`config.mk`:
```
export PLATFORM = sky130hd
export DESIGN_NAME = selfclk_serializer
export DESIGN_NICKNAME = d
export VERILOG_FILES = /design/src/rtl/ssz_pkg.sv /design/src/rtl/ssz_phase_seq.sv /design/src/rtl/ssz_sck_gen.sv /design/src/rtl/ssz_shifter.sv /design/src/rtl/ssz_ratio_sel.sv /design/src/rtl/selfclk_serializer.sv
export SDC_FILE = /design/constraint.sdc
export NUM_CORES = 1
export LEC_CHECK = 0
export ABC_AREA = 0
export CAP_MARGIN = 20
export CORE_MARGIN = 1.5
export CORE_UTILIZATION = 56
export CTS_CLUSTER_DIAMETER = 150
export DETAILED_ROUTE_END_ITERATION = 10
export DONT_BUFFER_PORTS = 1
export GPL_TIMING_DRIVEN = 0
export PLACE_DENSITY = 0.73
export SETUP_SLACK_MARGIN = 0.1
export SYNTH_ARGS = -nofsm -noshare
export SYNTH_HDL_FRONTEND = slang
export SYNTH_SLANG_ARGS = --single-unit
```
`constraint.sdc`:
```
create_clock -name clk -period 1.7 [get_ports clk]
set_input_delay 0.255 -clock clk [delete_from_list [all_inputs] [get_ports clk]]
set_output_delay 0.255 -clock clk [all_outputs]
set_load 0.01 [all_outputs]
```
`src/rtl/ssz_pkg.sv`:
```
// Shared types and constants for the self-clocked serializer.
// Assumes one frame always carries a 32-bit word.
package ssz_pkg;
    typedef enum logic [1:0] {
        PH_CONV  = 2'd0,
        PH_SLEEP = 2'd1,
        PH_OUT   = 2'd2
    } ssz_phase_e;

    localparam int unsigned SSZ_FRAME_BITS = 32;
    localparam int unsigned SSZ_EDGE_W     = $clog2(SSZ_FRAME_BITS + 1);
endpackage

```
`src/rtl/ssz_phase_seq.sv`:
```
// Phase sequencer: conversion -> sleep -> output -> conversion.
// Conversion and sleep run for a set number of cycles. The output phase ends
// on frame completion or on an abort. Assumes both cycle counts are >= 1.
module ssz_phase_seq
    import ssz_pkg::*;
#(
    parameter int unsigned CONV_CYCLES  = 20,
    parameter int unsigned SLEEP_CYCLES = 5
) (
    input  logic       clk,
    input  logic       rst_n,
    input  logic       frame_done_i,
    input  logic       abort_i,
    output ssz_phase_e phase_o,
    output logic       conv_end_o
);
    localparam int unsigned TMR_MAX = (CONV_CYCLES > SLEEP_CYCLES) ? CONV_CYCLES : SLEEP_CYCLES;
    localparam int unsigned TMR_W   = $clog2(TMR_MAX + 1);

    logic [TMR_W-1:0] tmr_q;
    logic             sleep_end;

    // Last cycle of each timed phase
    assign conv_end_o = (phase_o == PH_CONV)  && (tmr_q == TMR_W'(CONV_CYCLES - 1));
    assign sleep_end  = (phase_o == PH_SLEEP) && (tmr_q == TMR_W'(SLEEP_CYCLES - 1));

    // Phase register and shared phase timer
    always_ff @(posedge clk) begin
        if (!rst_n) begin
            phase_o <= PH_CONV;
            tmr_q   <= '0;
        end else begin
            case (phase_o)
                PH_CONV: begin
                    if (conv_end_o) begin
                        phase_o <= PH_SLEEP;
                        tmr_q   <= '0;
                    end else begin
                        tmr_q <= tmr_q + 1'b1;
                    end
                end
                PH_SLEEP: begin
                    if (sleep_end) begin
                        phase_o <= PH_OUT;
                        tmr_q   <= '0;
                    end else begin
                        tmr_q <= tmr_q + 1'b1;
                    end
                end
                default: begin
                    tmr_q <= '0;
                    if (frame_done_i || abort_i) begin
                        phase_o <= PH_CONV;
                    end
                end
            endcase
        end
    end
endmodule

```
`src/rtl/ssz_sck_gen.sv`:
```
// Serial clock generator. Outside the output phase the clock register is
// held low and the edge counter is cleared. Inside it, the clock toggles
// every HALF_CYCLES cycles, starting low, and rising edges are counted.
// Assumes HALF_CYCLES >= 1.
module ssz_sck_gen
    import ssz_pkg::*;
#(
    parameter int unsigned HALF_CYCLES = 2
) (
    input  logic                  clk,
    input  logic                  rst_n,
    input  ssz_phase_e            phase_i,
    output logic                  sck_o,
    output logic                  rise_ev_o,
    output logic                  fall_ev_o,
    output logic [SSZ_EDGE_W-1:0] rise_cnt_o
);
    localparam int unsigned HC_W = $clog2(HALF_CYCLES + 1);

    logic [HC_W-1:0] hc_q;
    logic            toggle;

    // A half-period ends in this cycle
    assign toggle    = (phase_i == PH_OUT) && (hc_q == HC_W'(HALF_CYCLES - 1));
    assign rise_ev_o = toggle && !sck_o;
    assign fall_ev_o = toggle && sck_o;

    // Half-period divider, clock level and rising-edge count
    always_ff @(posedge clk) begin
        if (!rst_n) begin
            hc_q       <= '0;
            sck_o      <= 1'b0;
            rise_cnt_o <= '0;
        end else if (phase_i != PH_OUT) begin
            hc_q       <= '0;
            sck_o      <= 1'b0;
            rise_cnt_o <= '0;
        end else if (toggle) begin
            hc_q  <= '0;
            sck_o <= !sck_o;
            if (!sck_o) begin
                rise_cnt_o <= rise_cnt_o + 1'b1;
            end
        end else begin
            hc_q <= hc_q + 1'b1;
        end
    end
endmodule

```
`src/rtl/ssz_shifter.sv`:
```
// Output shift register: loads the word at conversion end and shifts left
// on each falling serial clock edge. The top bit is the serial data.
module ssz_shifter #(
    parameter int unsigned WORD_W = 32
) (
    input  logic              clk,
    input  logic              rst_n,
    input  logic              load_i,
    input  logic [WORD_W-1:0] word_i,
    input  logic              shift_i,
    output logic              msb_o
);
    logic [WORD_W-1:0] sh_q;

    assign msb_o = sh_q[WORD_W-1];

    // Capture on load, shift on falling edge
    always_ff @(posedge clk) begin
        if (!rst_n) begin
            sh_q <= '0;
        end else if (load_i) begin
            sh_q <= word_i;
        end else if (shift_i) begin
            sh_q <= {sh_q[WORD_W-2:0], 1'b0};
        end
    end
endmodule

```
`src/rtl/ssz_ratio_sel.sv`:
```
// Ratio selection: samples the requested code at conversion end. When the
// output phase ends, it applies that code, or a top-bits-only version of it
// if the abort came before KEEP_EDGES rising edges.
module ssz_ratio_sel
    import ssz_pkg::*;
#(
    parameter int unsigned RATIO_W    = 5,
    parameter int unsigned KEEP_EDGES = RATIO_W
) (
    input  logic                  clk,
    input  logic                  rst_n,
    input  logic                  sample_i,
    input  logic [RATIO_W-1:0]    ratio_i,
    input  logic                  full_i,
    input  logic                  abort_i,
    input  logic [SSZ_EDGE_W-1:0] edges_i,
    output logic [RATIO_W-1:0]    ratio_act_o
);
    logic [RATIO_W-1:0] prog_q;
    logic [RATIO_W-1:0] keep_mask;
    logic [RATIO_W-1:0] abort_code;

    // Keep the top `edges_i` bits of the code
    always_comb begin
        for (int i = 0; i < RATIO_W; i++) begin
            keep_mask[RATIO_W-1-i] = (int'(edges_i) > i);
        end
        abort_code = (int'(edges_i) >= KEEP_EDGES) ? prog_q : (prog_q & keep_mask);
    end

    // Programmed code and code in force
    always_ff @(posedge clk) begin
        if (!rst_n) begin
            prog_q      <= '0;
            ratio_act_o <= '0;
        end else begin
            if (sample_i) begin
                prog_q <= ratio_i;
            end
            if (full_i) begin
                ratio_act_o <= prog_q;
            end else if (abort_i) begin
                ratio_act_o <= abort_code;
            end
        end
    end
endmodule

```
`src/rtl/selfclk_serializer.sv`:
```
// Top of the self-clocked serializer. Connects the phase sequencer, clock
// generator, shifter and ratio selector, detects the chip-select edge that
// aborts a frame, and drives the output lines from the phase.
// Assumes cs_i is synchronous to clk.
module selfclk_serializer
    import ssz_pkg::*;
#(
    parameter int unsigned CONV_CYCLES  = 20,
    parameter int unsigned SLEEP_CYCLES = 5,
    parameter int unsigned HALF_CYCLES  = 2,
    parameter int unsigned RATIO_W      = 5
) (
    input  logic                      clk,
    input  logic                      rst_n,
    input  logic [SSZ_FRAME_BITS-1:0] result_i,
    input  logic [RATIO_W-1:0]        ratio_i,
    input  logic                      cs_i,
    output logic                      sck_o,
    output logic                      sdo_o,
    output logic                      busy_o,
    output logic [RATIO_W-1:0]        ratio_act_o
);
    ssz_phase_e            phase;
    logic                  conv_end;
    logic                  sck_int;
    logic                  rise_ev;
    logic                  fall_ev;
    logic [SSZ_EDGE_W-1:0] rise_cnt;
    logic                  frame_done;
    logic                  abort;
    logic                  cs_q;
    logic                  data_bit;

    // Chip-select history for edge detection
    always_ff @(posedge clk) begin
        if (!rst_n) begin
            cs_q <= 1'b1;
        end else begin
            cs_q <= cs_i;
        end
    end

    // Frame end and accepted abort
    assign frame_done = rise_ev && (rise_cnt == SSZ_EDGE_W'(SSZ_FRAME_BITS - 1));
    assign abort      = (phase == PH_OUT) && cs_i && !cs_q
                        && (rise_cnt != '0) && !frame_done;

    ssz_phase_seq #(
        .CONV_CYCLES (CONV_CYCLES),
        .SLEEP_CYCLES(SLEEP_CYCLES)
    ) seq_i (
        .clk         (clk),
        .rst_n       (rst_n),
        .frame_done_i(frame_done),
        .abort_i     (abort),
        .phase_o     (phase),
        .conv_end_o  (conv_end)
    );

    ssz_sck_gen #(
        .HALF_CYCLES(HALF_CYCLES)
    ) sck_i (
        .clk       (clk),
        .rst_n     (rst_n),
        .phase_i   (phase),
        .sck_o     (sck_int),
        .rise_ev_o (rise_ev),
        .fall_ev_o (fall_ev),
        .rise_cnt_o(rise_cnt)
    );

    ssz_shifter #(
        .WORD_W(SSZ_FRAME_BITS)
    ) shf_i (
        .clk    (clk),
        .rst_n  (rst_n),
        .load_i (conv_end),
        .word_i (result_i),
        .shift_i(fall_ev),
        .msb_o  (data_bit)
    );

    ssz_ratio_sel #(
        .RATIO_W   (RATIO_W),
        .KEEP_EDGES(RATIO_W)
    ) rat_i (
        .clk        (clk),
        .rst_n      (rst_n),
        .sample_i   (conv_end),
        .ratio_i    (ratio_i),
        .full_i     (frame_done),
        .abort_i    (abort),
        .edges_i    (rise_cnt),
        .ratio_act_o(ratio_act_o)
    );

    // Output lines by phase
    always_comb begin
        case (phase)
            PH_CONV: begin
                sck_o  = 1'b1;
                sdo_o  = 1'b1;
                busy_o = 1'b1;
            end
            PH_SLEEP: begin
                sck_o  = 1'b0;
                sdo_o  = 1'b0;
                busy_o = 1'b0;
            end
            default: begin
                sck_o  = sck_int;
                sdo_o  = data_bit;
                busy_o = 1'b0;
            end
        endcase
    end
endmodule

```
# Word level (Yosys, flattened, before mapping)
# Cells that the tools add are included.
# word_totals
ff_bits	59
output_inout_bits	8
wordCells	68
# classes
add_sub_neg	3
n_reduce_logical	23
n_eq_ne	9
order_cmp	6
bitwise_logic	3
n_mux	15
# ops
cell	n
$mux W32	2
$mux W5	5
$gt A6 B1 Y1 const B	2
$gt A6 B2 Y1 const B	2
$logic_and A1 B1 Y1	10
$pmux W5 S2	1
$add A6 B1 Y6 const B	1
$eq A6 B5 Y1 const B	1
$ge A6 B3 Y1 const B	1
$gt A6 B3 Y1 const B	1
$mux W2	3
$reduce_bool A6 Y1	1
$add A5 B1 Y5 const B	1
$and A5 B5 Y5	1
$eq A5 B3 Y1 const B	1
$eq A5 B5 Y1 const B	1
$eq A2 B1 Y1 const B	2
$ne A2 B2 Y1 const B	2
$pmux W1 S2	2
$pmux W2 S2	1
$reduce_bool A2 Y1	2
$logic_not A1 Y1	3
$reduce_and A3 Y1	1
$reduce_bool A3 Y1	1
other kinds (10)	11

# Depth between registers and ports, before layout
# depth
word_depth	9
mapped_depth	7
ltp_nobuf	6

# Cells and area by module
# Synthesis repeated with hierarchy kept, for this count alone.
# hier_totals
cells_unflattened	275
area_unflattened_um2	2980.4
# by_module_without_submodules
mod	seq_area_each_um2	area_per_inst_um2	cells_each	instances
ssz_shifter	640.6	1724.2	141	1
ssz_ratio_sel	200.2	424.2	43	1
ssz_sck_gen	180.2	389.1	44	1
ssz_phase_seq	140.1	342.8	35	1
selfclk_serializer	20.0	100.1	12	1

# Worst setup path after synthesis
# Ideal clock, no wire load.
# synth_timing
path_type	register to register
from	register seq_i.tmr_q[0]
to	register shf_i.sh_q[10]
slack_ns	0.015
path_buffers	3
arrival_time_ns	1.596
setup_time_ns	0.089
stages_incl_launch_ff	8
synth_period_minus_slack_ns	1.685
cell_sequence	dfxtp_1 > ha_1 > nand4bb_4 > or3_1 > clkbuf_1 > buf_6 > buf_6 > a311oi_2
# synth_via
elab_chain_len	3
# synth_lines
item	line_no	source
start, declared	ssz_phase_seq.sv:20	logic [TMR_W-1:0] tmr_q;
start signal, assigned	ssz_phase_seq.sv:39	tmr_q <= tmr_q + 1'b1;
start signal, assigned	ssz_phase_seq.sv:47	tmr_q <= tmr_q + 1'b1;
$eq A5 B5 Y1 *	ssz_phase_seq.sv:24	assign conv_end_o = (phase_o == PH_CONV) && (tmr_q == TMR_W'(CONV_CYCLES - 1));
$logic_and A1 B1 Y1 *	ssz_phase_seq.sv:24	
$mux W32 or $reduce_bool A2 Y1 (tied branches)	-	
end signal, assigned	ssz_shifter.sv:22	sh_q <= word_i;
end signal, assigned	ssz_shifter.sv:24	sh_q <= {sh_q[WORD_W-2:0], 1'b0};
end, declared	ssz_shifter.sv:13	logic [WORD_W-1:0] sh_q;
# Mark *: on every way between the ends. The rest lies on a longest branch, timed or not.
# A chain may end at the register's enable or synchronous reset.

# Worst setup path after layout
# layout_timing
from	register seq_i.tmr_q[1]
to	register shf_i.sh_q[3]
# Same word-level chain as after synthesis.

==> results_dict.tcl <==
set metrics [dict create \
    outcome "finished, violations left" \
    violations "negative setup slack" \
    yosysSeqAreaShare_pct 42.3 \
    syn_avg_cell_area_um2 8.82 \
    numCtsBuffers 9 \
    clockBufferDepth 2 \
    die_h_um 73.7 \
    r2r-start "seq_i.tmr_q[1]$_SDFF_PN0_" \
    power_density_nw_per_um2 780 \
    hold_end "cs_q$_SDFF_PN1_" \
    grt_pass1_vias 2046 \
    synth_area_um2 2800 \
    holdCritPathClass "in -> reg" \
    synth_edf_count 0 \
    grt_usage_pct 23.7 \
    synthArstFlopShare_pct 0 \
    tritoncts "yes" \
    startpoint "seq_i.tmr_q[1]$_SDFF_PN0_" \
    worst_slack_ns -0.0778 \
    clk_latency_ns 0.34 \
    slew_headroom_pct 47.6 \
    drv_cap 0 \
    htree_levels 3 \
    nNetsFinal 383 \
    yosysTopAreaCell "dfxtp_1" \
    port_buffers 0 \
    dr.pass1.iters 5 \
    n_antenna_cell 0 \
    grt_max_degree 11 \
    final_area_um2 3380 \
    rsz0062_at_grt "yes" \
    grt_pass1_wl_mm 9.58 \
    final_antenna_net_count 0 \
    finalClockSkew_ns 0.0104 \
    cp_max_fo 7 \
    dp_hpwl_mm 3.89 \
    die_x_um 73.7 \
    syn2layout_area_growth_pct 20.9 \
    vias 2238 \
    pin_count 48 \
    leakagePower_nw 1.13 \
    dpl_cell_area_um2 2890 \
    gr-total-overflow 0 \
    synth_seq_cells 59 \
    period_needed_ns 1.78 \
    clk_pin_slew_ns 0.06 \
    hold_violations 0 \
    r2r_cells 7 \
    ys_warn_count 0 \
    core_um2 4750 \
    die_area_um2 5420 \
    synthTopCellsByArea "dfxtp_1 (42%), a311oi_2 (16%), nand2_1 (11%)" \
    fin_setup_tns_ns -0.0919 \
    hold_start "cs_i" \
    fin_crit_sh_pct 105 \
    drt_iter0_markers 118 \
    critPathLaunchType "flip-flop" \
    antenna_found_initial 0 \
    path_class "reg -> reg" \
    yosysUniqueCellTypes 36 \
    remaining_drc_errors 0 \
    num_rows 25 \
    mostFrequentLayoutCells "nand2_1 (83), dfxtp_1 (55), nor2_1 (35)" \
    layout_commonest_cell "nand2_1" \
    layout-drive-gt1-share_pct 29.3 \
    gp_congestion 0.737 \
    finalMaxSlewViolations 0 \
    end_kind "flip-flop" \
    reg2reg_to "shf_i.sh_q[3]$_SDFFE_PN0P_" \
    wl_per_cell_um 14.8 \
    worst_slew_pin_slew_ns 0.785 \
    arrival_ns 2.02 \
    routed_wl_mm 6.06 \
    synth_top_area_share_pct 42.3 \
    viasPerCell 5.49 \
    max-vdd-ir-drop_mv 0.373 \
    regToRegSetupSlack_ns -0.08 \
    syn-instance-count 317 \
    setup_viol 3 \
    syn_nets 363 \
    crit_required_ns 1.94 \
    root_buffer "clkbuf_8" \
    cts_sinks 59 \
    start_util_pct 58.8 \
    holdPathStages 1 \
    fmax_mhz 562 \
    synthFlopType "dfxtp_1" \
]
[how the worst max path moves through the flow]
stage / endpoint / slack, ns / cells past startpoint
floorplan: shf_i.sh_q[10]$_SDFFE_PN0P_ / 0.12 / 7
global placement: shf_i.sh_q[17]$_SDFFE_PN0P_ / -0.08 / 7
detailed placement: shf_i.sh_q[4]$_SDFFE_PN0P_ / -0.1 / 7
CTS: shf_i.sh_q[4]$_SDFFE_PN0P_ / -0.04 / 7
global route: shf_i.sh_q[3]$_SDFFE_PN0P_ / -0.13 / 7
finish: shf_i.sh_q[3]$_SDFFE_PN0P_ / -0.08 / 7
[kinds of logic after synthesis]
kind of cell	count (synthesis)	share of synthesized area, %
compound gates	49	20.3
xor+xnor	7	2.19
fa+ha+maj	6	2.69
buf+inv	31	5.42
flops	59	42.3
mux	5	1.79
simple gates	160	25.3
[Yosys cell counts (2+ instances only)]
master    instances
nand4_1           2
buf_2             4
dfxtp_1          59
ha_1              6
o21ai_0           3
a21o_1            2
a21oi_1           9
xnor2_1           3
nor3_1            5
nor2_1           45
a311oi_2         30
xor2_1            4
clkbuf_1         14
nand2_1          83
nand3b_1          2
mux2i_1           5
nor4_1            2
buf_6             4
inv_1             8
nand3_1           9
nand2b_1          3
[sequential cells by signal, summed over array words and instances, names as in the netlist]
register           cells
sck_i.hc_q             2
seq_i.tmr_q            5
rat_i.ratio_act_o      5
sck_i.rise_cnt_o       6
shf_i.sh_q            32
seq_i.phase_o          2
rat_i.prog_q           5
cs_q                   1
sck_i.sck_o            1
[layout make-up]
type	instances	area, µm²
multi-input cells	227	1640
well taps	67	83.8
plain buffers	22	170
repair buffers	9	87.6
flip-flops and latches	59	1190
inverters	9	33.8
clock buffers	13	169
fillers	387	1380
clock inverters	2	10.0
[worst max-delay path, stage by stage (launching register included)]
cell and delay [ns]:
dfxtp_2 0.36, ha_4 0.16, nand4bb_4 0.10, or3_1 0.32, clkbuf_8 0.16, buf_12 0.14
buf_16 0.13, a311oi_4 0.30
[routing by layer]
layer / part of all wire (%) / global-route usage [%] / up-vias
met5: 0 / 0 / -
met4: 1.3 / 8.44 / 0
met3: 6.8 / 10.7 / 8
met2: 46 / 34.6 / 50
met1: 46 / 30.9 / 1045
li1: - / - / 1135
[report_power, final]
part / leakage (nW) / internal [mW] / total [mW] / switching, mW
registers: 0.478 / 1.39 / 1.40 / 0.00699
logic: 0.556 / 0.0254 / 0.0678 / 0.0424
clock network: 0.0953 / 0.636 / 1.17 / 0.534
[metrics by stage]
stage / hold WS [ns] / instances / util [%] / total power [mW] / setup WS (ns)
after global placement: 0.359 / 384 / 60.9 / 1.49 / -0.0801
final: 0.0255 / 408 / 71.1 / 2.63 / -0.0778
after floorplan: 0.356 / 317 / - / 1.47 / 0.119
after global routing: 0.0142 / 408 / 71.1 / 2.73 / -0.125
after detailed placement: 0.365 / 384 / 60.9 / 1.49 / -0.0962
after CTS: 0.0127 / 406 / 68.6 / 2.65 / -0.0389
[repair_timing]
action                                  4_1_cts  5_1_grt
hold buffers                                  0        0
buffers inserted                              6        2
gates cloned                                  1        0
endpoints found under the setup margin       43       44
gates resized for setup                      29       34
pin swaps                                     8       11
(Power assumes the default switching activity.)
